## src/rtl/s2r_pkg.sv

```systemverilog
package s2r_pkg;
   localparam int unsigned INSN_W   = 32;
   localparam int unsigned IDX_W    = 5;
   localparam logic [10:0] OPC_TOP  = 11'b11001110011;
   localparam logic [5:0]  OPC_MID  = 6'b100000;

   typedef struct packed {
      logic [IDX_W-1:0] src_y;
      logic [IDX_W-1:0] src_x;
      logic [IDX_W-1:0] dst_w;
   } reg_idx_t;

   typedef enum logic {
      ADD_RIPPLE3 = 1'b0,
      ADD_CSA     = 1'b1
   } add_style_e;
endpackage

```

## src/rtl/s2r_round_mix.sv

```systemverilog
module s2r_round_mix
   import s2r_pkg::*;
#(
   parameter int unsigned LANE_W = 64,
   parameter int unsigned ROT_A  = 14,
   parameter int unsigned ROT_B  = 18,
   parameter int unsigned ROT_C  = 41,
   parameter add_style_e  STYLE  = ADD_CSA
) (
   input  logic [LANE_W-1:0] sel_i,
   input  logic [LANE_W-1:0] take1_i,
   input  logic [LANE_W-1:0] take0_i,
   input  logic [LANE_W-1:0] acc_i,
   output logic [LANE_W-1:0] sum_o
);
   localparam int unsigned RA_L = LANE_W - ROT_A;
   localparam int unsigned RB_L = LANE_W - ROT_B;
   localparam int unsigned RC_L = LANE_W - ROT_C;

   logic [LANE_W-1:0] pick_v;
   logic [LANE_W-1:0] sig_v;

   // bitwise choose: selector 1 takes take1, selector 0 takes take0
   assign pick_v = (sel_i & take1_i) | (~sel_i & take0_i);
   assign sig_v  = ((sel_i >> ROT_A) | (sel_i << RA_L))
                 ^ ((sel_i >> ROT_B) | (sel_i << RB_L))
                 ^ ((sel_i >> ROT_C) | (sel_i << RC_L));

   generate
      if (STYLE == ADD_CSA) begin : g_csa
         logic [LANE_W-1:0] part_s;
         logic [LANE_W-1:0] part_m;
         logic [LANE_W-1:0] part_c;
         assign part_s = pick_v ^ sig_v ^ acc_i;
         assign part_m = (pick_v & sig_v) | (pick_v & acc_i) | (sig_v & acc_i);
         assign part_c = part_m << 1;
         assign sum_o  = part_s + part_c;
      end else begin : g_ripple
         assign sum_o = pick_v + sig_v + acc_i;
      end
   endgenerate
endmodule

```

## src/rtl/s2r_insn_decode.sv

```systemverilog
module s2r_insn_decode
   import s2r_pkg::*;
#(
   parameter bit DEC_EN = 1'b1
) (
   input  logic [INSN_W-1:0] word_i,
   output logic              hit_o,
   output reg_idx_t          idx_o
);
   generate
      if (DEC_EN) begin : g_dec
         logic match_v;
         assign match_v = (word_i[31:21] == OPC_TOP) && (word_i[15:10] == OPC_MID);
         assign hit_o   = match_v;
         always_comb begin
            idx_o = '0;
            if (match_v) begin
               idx_o.src_y = word_i[20:16];
               idx_o.src_x = word_i[9:5];
               idx_o.dst_w = word_i[4:0];
            end
         end
      end else begin : g_nodec
         logic unused_w;
         assign unused_w = ^word_i;
         assign hit_o    = 1'b0;
         assign idx_o    = '0;
      end
   endgenerate
endmodule

```

## src/rtl/sha512_sig1ch_pair.sv

```systemverilog
module sha512_sig1ch_pair
   import s2r_pkg::*;
#(
   parameter int unsigned LANE_W = 64,
   parameter int unsigned ROT_A  = 14,
   parameter int unsigned ROT_B  = 18,
   parameter int unsigned ROT_C  = 41,
   parameter add_style_e  STYLE  = ADD_CSA,
   parameter bit          DEC_EN = 1'b1
) (
   input  logic                  clk,
   input  logic                  rst,
   input  logic                  in_valid,
   input  logic [2*LANE_W-1:0]   in_x,
   input  logic [2*LANE_W-1:0]   in_y,
   input  logic [2*LANE_W-1:0]   in_w,
   output logic                  out_valid,
   output logic [2*LANE_W-1:0]   out_res,
   input  logic [31:0]           insn,
   output logic                  insn_ok,
   output logic [4:0]            idx_m,
   output logic [4:0]            idx_n,
   output logic [4:0]            idx_d
);
   localparam int unsigned OP_W = 2 * LANE_W;
   localparam int unsigned HI_L = LANE_W;

   generate
      if (LANE_W < 2) begin : g_bad_w
         $error("LANE_W must be at least 2");
      end
      if (ROT_A == 0 || ROT_A >= LANE_W || ROT_B == 0 || ROT_B >= LANE_W ||
          ROT_C == 0 || ROT_C >= LANE_W) begin : g_bad_rot
         $error("rotation amounts must lie in 1..LANE_W-1");
      end
   endgenerate

   // operand lane split
   logic [LANE_W-1:0] x_hi, x_lo, y_hi, y_lo, w_hi, w_lo;
   assign x_hi = in_x[OP_W-1:HI_L];
   assign x_lo = in_x[LANE_W-1:0];
   assign y_hi = in_y[OP_W-1:HI_L];
   assign y_lo = in_y[LANE_W-1:0];
   assign w_hi = in_w[OP_W-1:HI_L];
   assign w_lo = in_w[LANE_W-1:0];

   // stage 1: first round lane and chained selector
   logic [LANE_W-1:0] hi_comb;
   logic [LANE_W-1:0] t_comb;

   s2r_round_mix #(
      .LANE_W(LANE_W), .ROT_A(ROT_A), .ROT_B(ROT_B), .ROT_C(ROT_C), .STYLE(STYLE)
   ) u_rnd_a (
      .sel_i  (y_hi),
      .take1_i(x_lo),
      .take0_i(x_hi),
      .acc_i  (w_hi),
      .sum_o  (hi_comb)
   );

   assign t_comb = hi_comb + y_lo;

   logic              s1_vld;
   logic [LANE_W-1:0] s1_hi, s1_t, s1_yhi, s1_xlo, s1_wlo;

   always_ff @(posedge clk) begin
      if (rst) s1_vld <= 1'b0;
      else     s1_vld <= in_valid;
   end

   always_ff @(posedge clk) begin
      s1_hi  <= hi_comb;
      s1_t   <= t_comb;
      s1_yhi <= y_hi;
      s1_xlo <= x_lo;
      s1_wlo <= w_lo;
   end

   // stage 2: second round lane
   logic [LANE_W-1:0] lo_comb;

   s2r_round_mix #(
      .LANE_W(LANE_W), .ROT_A(ROT_A), .ROT_B(ROT_B), .ROT_C(ROT_C), .STYLE(STYLE)
   ) u_rnd_b (
      .sel_i  (s1_t),
      .take1_i(s1_yhi),
      .take0_i(s1_xlo),
      .acc_i  (s1_wlo),
      .sum_o  (lo_comb)
   );

   logic              s2_vld;
   logic [OP_W-1:0]   s2_res;

   always_ff @(posedge clk) begin
      if (rst) s2_vld <= 1'b0;
      else     s2_vld <= s1_vld;
   end

   always_ff @(posedge clk) begin
      s2_res <= {s1_hi, lo_comb};
   end

   assign out_valid = s2_vld;
   assign out_res   = s2_res;

   // instruction decode path
   reg_idx_t dec_idx;

   s2r_insn_decode #(.DEC_EN(DEC_EN)) u_dec (
      .word_i(insn),
      .hit_o (insn_ok),
      .idx_o (dec_idx)
   );

   assign idx_m = dec_idx.src_y;
   assign idx_n = dec_idx.src_x;
   assign idx_d = dec_idx.dst_w;
endmodule

```

## config.mk

```make
export PLATFORM = sky130hd
export DESIGN_NAME = sha512_sig1ch_pair
export DESIGN_NICKNAME = d
export VERILOG_FILES = /design/src/rtl/s2r_pkg.sv /design/src/rtl/s2r_round_mix.sv /design/src/rtl/s2r_insn_decode.sv /design/src/rtl/sha512_sig1ch_pair.sv
export SDC_FILE = /design/constraint.sdc
export NUM_CORES = 1
export LEC_CHECK = 0
export BUFFER_PORTS_ARGS = -buffer_cell sky130_fd_sc_hd__buf_2
export CORE_MARGIN = 1
export CORE_UTILIZATION = 45
export DETAILED_ROUTE_END_ITERATION = 10
export PLACE_DENSITY = 0.79
export SYNTH_ARGS = -nofsm -noshare
export SYNTH_HDL_FRONTEND = slang
export SYNTH_SLANG_ARGS = --single-unit
```

## constraint.sdc

```tcl
create_clock -name clk -period 8.2 [get_ports clk]
set_input_delay 0.41 -clock clk [delete_from_list [all_inputs] [get_ports clk]]
set_output_delay 0.41 -clock clk [all_outputs]
set_load 0.01 [all_outputs]
```

## After elaboration in Yosys (flattened, before gate mapping)

Index checks and enable logic that the tools add are counted.
Widths: inputs -> output; s select.

| cells by class | value |
|---|---|
| $add $sub $neg | 3 |
| equal/unequal tests | 2 |
| multiplexer cells | 1 |
| bitwise logic cells | 32 |
| reduce and logical (&&, ||, !) cells | 1 |

Operators by type and width:

| operator | number |
|---|---|
| $xor 64x64->64 | 8 |
| $and 63x63->63 | 6 |
| $and 64x64->64 | 4 |
| $or 63x63->63 | 4 |
| $add 64x64->64 | 3 |
| $not 64->64 | 2 |
| $or 23x64->64 | 2 |
| $or 46x64->64 | 2 |
| $or 50x64->64 | 2 |
| $or 64x64->64 | 2 |
| $mux 15 | 1 |
| $eq 11x11->1 const B | 1 |
| $eq 6x6->1 const B | 1 |
| $logic_and 1x1->1 | 1 |

| storage, ports and cells | value |
|---|---|
| flip-flop bits (word level) | 450 |
| word-level logic and storage cells | 47 |

## Logic depth before layout (Yosys ltp)

| logic depth | value |
|---|---|
| word-level depth | 8 |
| depth in mapped cells | 33 |
| gate-level depth less buffers | 31 |

## Cells and area by module

From an unflattened synthesis, not the netlist that was laid out.

| unflattened totals | value |
|---|---|
| cells, all modules | 3094 |
| area, all modules | 28427.3 um2 |

Modules (own cells, without submodules):

| module | instances | cells an instance | area each (um2) | seq. area each (um2) |
|---|---|---|---|---|
| sha512_sig1ch_pair | 1 | 1016 | 12858.6 | 9008.6 |
| s2r_round_mix at u_rnd_b | 1 | 1039 | 7689.9 | 0.0 |
| s2r_round_mix at u_rnd_a | 1 | 997 | 7519.7 | 0.0 |
| s2r_insn_decode | 1 | 42 | 359.1 | 0.0 |

## Least setup slack after synthesis

Ideal clock, no wire load.

| timing | value |
|---|---|
| kind | input to register |
| from | input in_y[79] |
| to | register s1_t[63] |
| library setup time | 0.072 ns |
| data arrival time | 6.222 ns |
| data required time | 8.128 ns |
| path slack | 1.905 ns |
| stages | 33 |
| buffers on the path | 2 |
| cells stage by stage | clkbuf_1 -> xor2_1 -> xnor2_1 -> fa_1 -> inv_1 -> ha_1 -> inv_1 -> fa_1 -> nor2b_1 -> o21ai_0 -> a21o_1 -> a21oi_1 -> o31a_1 -> o21ai_0 -> o21bai_1 -> a311oi_1 -> o21ai_0 -> a31oi_1 -> xnor2_1 -> ha_1 -> clkbuf_1 -> nand4_1 -> nor2_1 -> a211oi_1 -> o21ai_0 -> a21oi_1 -> o22ai_1 -> a31oi_1 -> o21a_1 -> o31a_1 -> a21o_1 -> a31oi_1 -> xnor2_1 |

| on the way | value |
|---|---|
| word-level cells in the longest chain between the ends | 8 |

Ends and longest elaborated chain:

| item | line | source |
|---|---|---|
| start, declared | sha512_sig1ch_pair.sv:15 | `input logic [2*LANE_W-1:0] in_y,` |
| $or 50x64->64 or $not 64->64 (tied branches) | s2r_round_mix.sv:25, s2r_round_mix.sv:24 |  |
| $xor 64x64->64 or $and 64x64->64 (tied branches) | s2r_round_mix.sv:26, s2r_round_mix.sv:24 |  |
| $xor 64x64->64 or $or 64x64->64 (tied branches) | s2r_round_mix.sv:27, s2r_round_mix.sv:24 |  |
| $and 63x63->63 | s2r_round_mix.sv:35 | `assign part_m = (pick_v & sig_v) \| (pick_v & acc_i) \| (sig_v & acc_i);` |
| $or 63x63->63 (2 in a row) | s2r_round_mix.sv:35 |  |
| $add 64x64->64 (*) | s2r_round_mix.sv:37 | `assign sum_o = part_s + part_c;` |
| net hi_comb[33] | sha512_sig1ch_pair.sv:48 | `logic [LANE_W-1:0] hi_comb;` |
| $add 64x64->64 (*) | sha512_sig1ch_pair.sv:61 | `assign t_comb = hi_comb + y_lo;` |
| net t_comb[63] | sha512_sig1ch_pair.sv:49 | `logic [LANE_W-1:0] t_comb;` |
| end signal, assigned | sha512_sig1ch_pair.sv:73 | `s1_t <= t_comb;` |
| end, declared | sha512_sig1ch_pair.sv:64 | `logic [LANE_W-1:0] s1_hi, s1_t, s1_yhi, s1_xlo, s1_wlo;` |

The timed path passes the listed nets; every way through them passes the cells marked *.
A chain may end at the register's enable or synchronous reset.

## Final worst setup path

| timing | value |
|---|---|
| from | input in_x[0] |
| to | register s1_t[62] |

| on the way | value |
|---|---|
| word-level cells in the longest chain between the ends | 7 |

Ends and longest elaborated chain:

| item | line | source |
|---|---|---|
| start, declared | sha512_sig1ch_pair.sv:14 | `input logic [2*LANE_W-1:0] in_x,` |
| $and 64x64->64 (*) | s2r_round_mix.sv:24 | `assign pick_v = (sel_i & take1_i) \| (~sel_i & take0_i);` |
| $or 64x64->64 (*) | s2r_round_mix.sv:24 |  |
| $and 63x63->63 | s2r_round_mix.sv:35 |  |
| $or 63x63->63 (2 in a row) | s2r_round_mix.sv:35 |  |
| $add 64x64->64 (*) | s2r_round_mix.sv:37 |  |
| net hi_comb[29] | sha512_sig1ch_pair.sv:48 |  |
| $add 64x64->64 (*) | sha512_sig1ch_pair.sv:61 |  |
| net t_comb[62] | sha512_sig1ch_pair.sv:49 |  |

Marked as above.

==> impl_metrics.tcl <==
set metrics [dict create \
    final.period_utilization_pct 88.8 \
    globalplace.congestion 1.00 \
    synth_seq_cells 450 \
    avgRoutedWirePerCell_um 24.7 \
    syn_area_per_cell_um2 9.45 \
    die_height_um 247 \
    yosys-top-cells-area "dfxtp_1 (33%), fa_1 (9.6%), ha_1 (8.7%)" \
    pin_count_of_the_biggest_net_entering_global_routing 17 \
    core-area_um2 59000 \
    outcome "finished, final reports clean" \
    initial_antenna_violation_count 28 \
    finalClockSkew_ps 31.7 \
    synth.largest_area_cell "dfxtp_1" \
    timing_worst_slew_pin_value_ps 1050 \
    drive_gt1_share_pct 18.8 \
    num_vias 23500 \
    cp_num_buf_inv 3 \
    maxCapViolations 0 \
    hp-class "input pin to flop" \
    drt_wl_total_um 107000 \
    layout-area-overhead-vs-synth_pct 24.0 \
    cts_buffer_depth 3 \
    rr_endpoint "out_res[61]$_DFF_P_" \
    tritoncts_num_sinks 450 \
    placement_rows 89 \
    timing_worst_setup_path_type "input pin to flop" \
    synthCells 2846 \
    synth_nets 3581 \
    relSlewSlack_pct 28.1 \
    clock_insertion_delay_worst_skew_ps 620 \
    via_count_normalized_by_instance_count 5.43 \
    hold_viol_final 0 \
    drc 0 \
    tns_ps 0 \
    period_minus_slack_ps 7290 \
    clkTransAtPathRegs_ps 60 \
    worstSetupEndpointType "flop" \
    synth-async-reset-ratio_pct 0 \
    globalRouteTotalUtil_pct 34.5 \
    netlist-cell-type-count 67 \
    firstDrtPassIters 6 \
    timing.reg2reg.setup_slack_ps 2750 \
    globalRouteOverflowTotal 0 \
    place.port_buffers 563 \
    reg2regPathDepth 16 \
    critical_path.max_fanout 5 \
    final_max_slew_viol_count 0 \
    achievable_frequency_mhz 137 \
    die_area_um2 60800 \
    crit_start "in_x[0]" \
    synth_area_um2 26900 \
    worstSetupPathDepth 29 \
    crit_path_frequent_cell "o21ai_0" \
    worst-endpoint-arrival_ps 7820 \
    tritoncts "yes" \
    clock_tree.root_cell "clkbuf_16" \
    num-nets-final 4244 \
    ant_nets 0 \
    required_ps 8740 \
    synth-warning-count 0 \
    drt-initial-drc-count 2105 \
    r2r_start "s1_t[8]$_DFF_P_" \
    h_tree_depth 2 \
    design.portCount 564 \
    finalSetupViolCount 0 \
    synthDominantCellAreaShare_pct 33.5 \
    dp.final_hpwl_um 88000 \
    slowest_stage "a311oi_1" \
    dominantRegCellSynth "dfxtp_1" \
    rsz_0062_raised_after_global_routing "no" \
    critPathMaxStageDelay_ps 610 \
    synth-seq-area-share_pct 33.5 \
    first_global_vias 23000 \
    worst_path_dominant_cell_family "compound AO/OA/AOI/OAI gates" \
    die_w_um 247 \
    cts-buffers-inserted 50 \
    crit_path_end "s1_t[62]$_DFF_P_" \
    layout.filler_cells 5144 \
    grt_first_pass_wirelength_um 150000 \
    critical_path.startpoint_type "input pin" \
    starting_density_of_the_core_pct 45.6 \
    synth_enable_flop_cells 0 \
]
-- metrics by stage --
stage	instances	util (%)	hold slack (ps)	area, um^2	setup WS, ps
3_3_place_gp	4098	51.5	310	30400	950
4_1_cts	4318	56.4	3.50	33300	1060
3_5_place_dp	4098	51.5	312	30400	772
5_1_grt	4329	56.5	2.82	33300	470
2_1_floorplan	2846	-	310	26900	1910
6_report	4336	56.5	18.8	33400	915
-- layer usage --
layer,track usage [%],share of wire [%],up-vias
met5,0,0.073,-
met4,25.8,8.2,14
met3,6.63,8.6,386
met2,52.3,43,1305
met1,43.3,40,11000
li1,-,-,10800
-- cell families after synthesis --
group / after synthesis / synth area share (%)
and+or+nand+nor: 408 / 7.52
muxes: 128 / 4.78
xor gates and xnor gates: 439 / 14.3
adders and majority gates: 316 / 18.3
buffers and inverters: 496 / 6.93
AOI/OAI and AO/OA: 609 / 14.7
DFF: 450 / 33.5
-- registers in the layout, indices dropped and copies added (netlist names) --
| name | count |
|---|---|
| out_valid | 1 |
| s1_wlo | 64 |
| out_res | 128 |
| s1_t | 64 |
| s1_xlo | 64 |
| s1_hi | 64 |
| s1_yhi | 64 |
| s1_vld | 1 |
-- worst min-delay path by stage --
stage	from	endpoint	slack [ps]	cells after the start
6_report	in_y[78]	s1_yhi[14]$_DFF_P_	20	1
5_1_grt	in_y[78]	s1_yhi[14]$_DFF_P_	3	1
4_1_cts	in_y[0]	s1_t[0]$_DFF_P_	4	2
3_5_place_dp	s1_hi[49]$_DFF_P_	out_res[113]$_DFF_P_	310	0
3_3_place_gp	s1_hi[62]$_DFF_P_	out_res[126]$_DFF_P_	310	0
2_1_floorplan	s1_hi[36]$_DFF_P_	out_res[100]$_DFF_P_	310	0
-- layout make-up --
type | instances | area, um^2 | area share [%]
antenna | 18 | 45.0 | 0.135
clock buffer | 65 | 1400 | 4.19
clock inverter | 23 | 215 | 0.645
inverter | 409 | 1540 | 4.60
multi-input combinational | 1900 | 16000 | 48.0
sequential | 450 | 9010 | 27.0
tap | 773 | 967 | 2.90
timing repair buffer | 698 | 4160 | 12.5
-- layout by cell type (no fill, tap or decap), types with 7 or more instances in the layout --
master and count:
a211oi_1 10, xor2_1 193, o21ai_0 97, dlygate4sd3_1 132, a21o_1 143, a221o_1 10
diode_2 18, ha_1 187, dfxtp_1 450, a31oi_1 32, clkbuf_16 50, clkbuf_8 9
inv_1 409, nand2b_1 20, o21bai_1 22, xnor2_1 246, and3_1 24, and2_1 29
o31ai_1 8, nand2_1 114, nor4_1 9, nand3_1 29, mux2i_1 125, nor2_1 86
a21oi_1 188, o211ai_1 11, nor2b_1 25, buf_2 563, clkinv_2 8, nor3_1 17
nand4_1 36, o21a_1 24, fa_1 129, a41oi_1 7
-- timing repair --
item / in CTS / in global routing
buffers inserted: 0 / 0
hold buffers: 132 / 0
endpoints found under the hold margin: 133 / 0
resized for setup: 0 / 0
endpoints found under the setup margin: 0 / 0
-- cell usage after synthesis (86+ instances only) --
master   count
dfxtp_1    450
inv_1      409
xnor2_1    246
xor2_1     193
a21oi_1    188
ha_1       187
a21o_1     143
fa_1       129
mux2i_1    125
nand2_1    114
o21ai_0     97
nor2_1      86
Power is not shown: default switching activity piles up to over one toggle a cycle in this logic, so the estimate is an artifact.
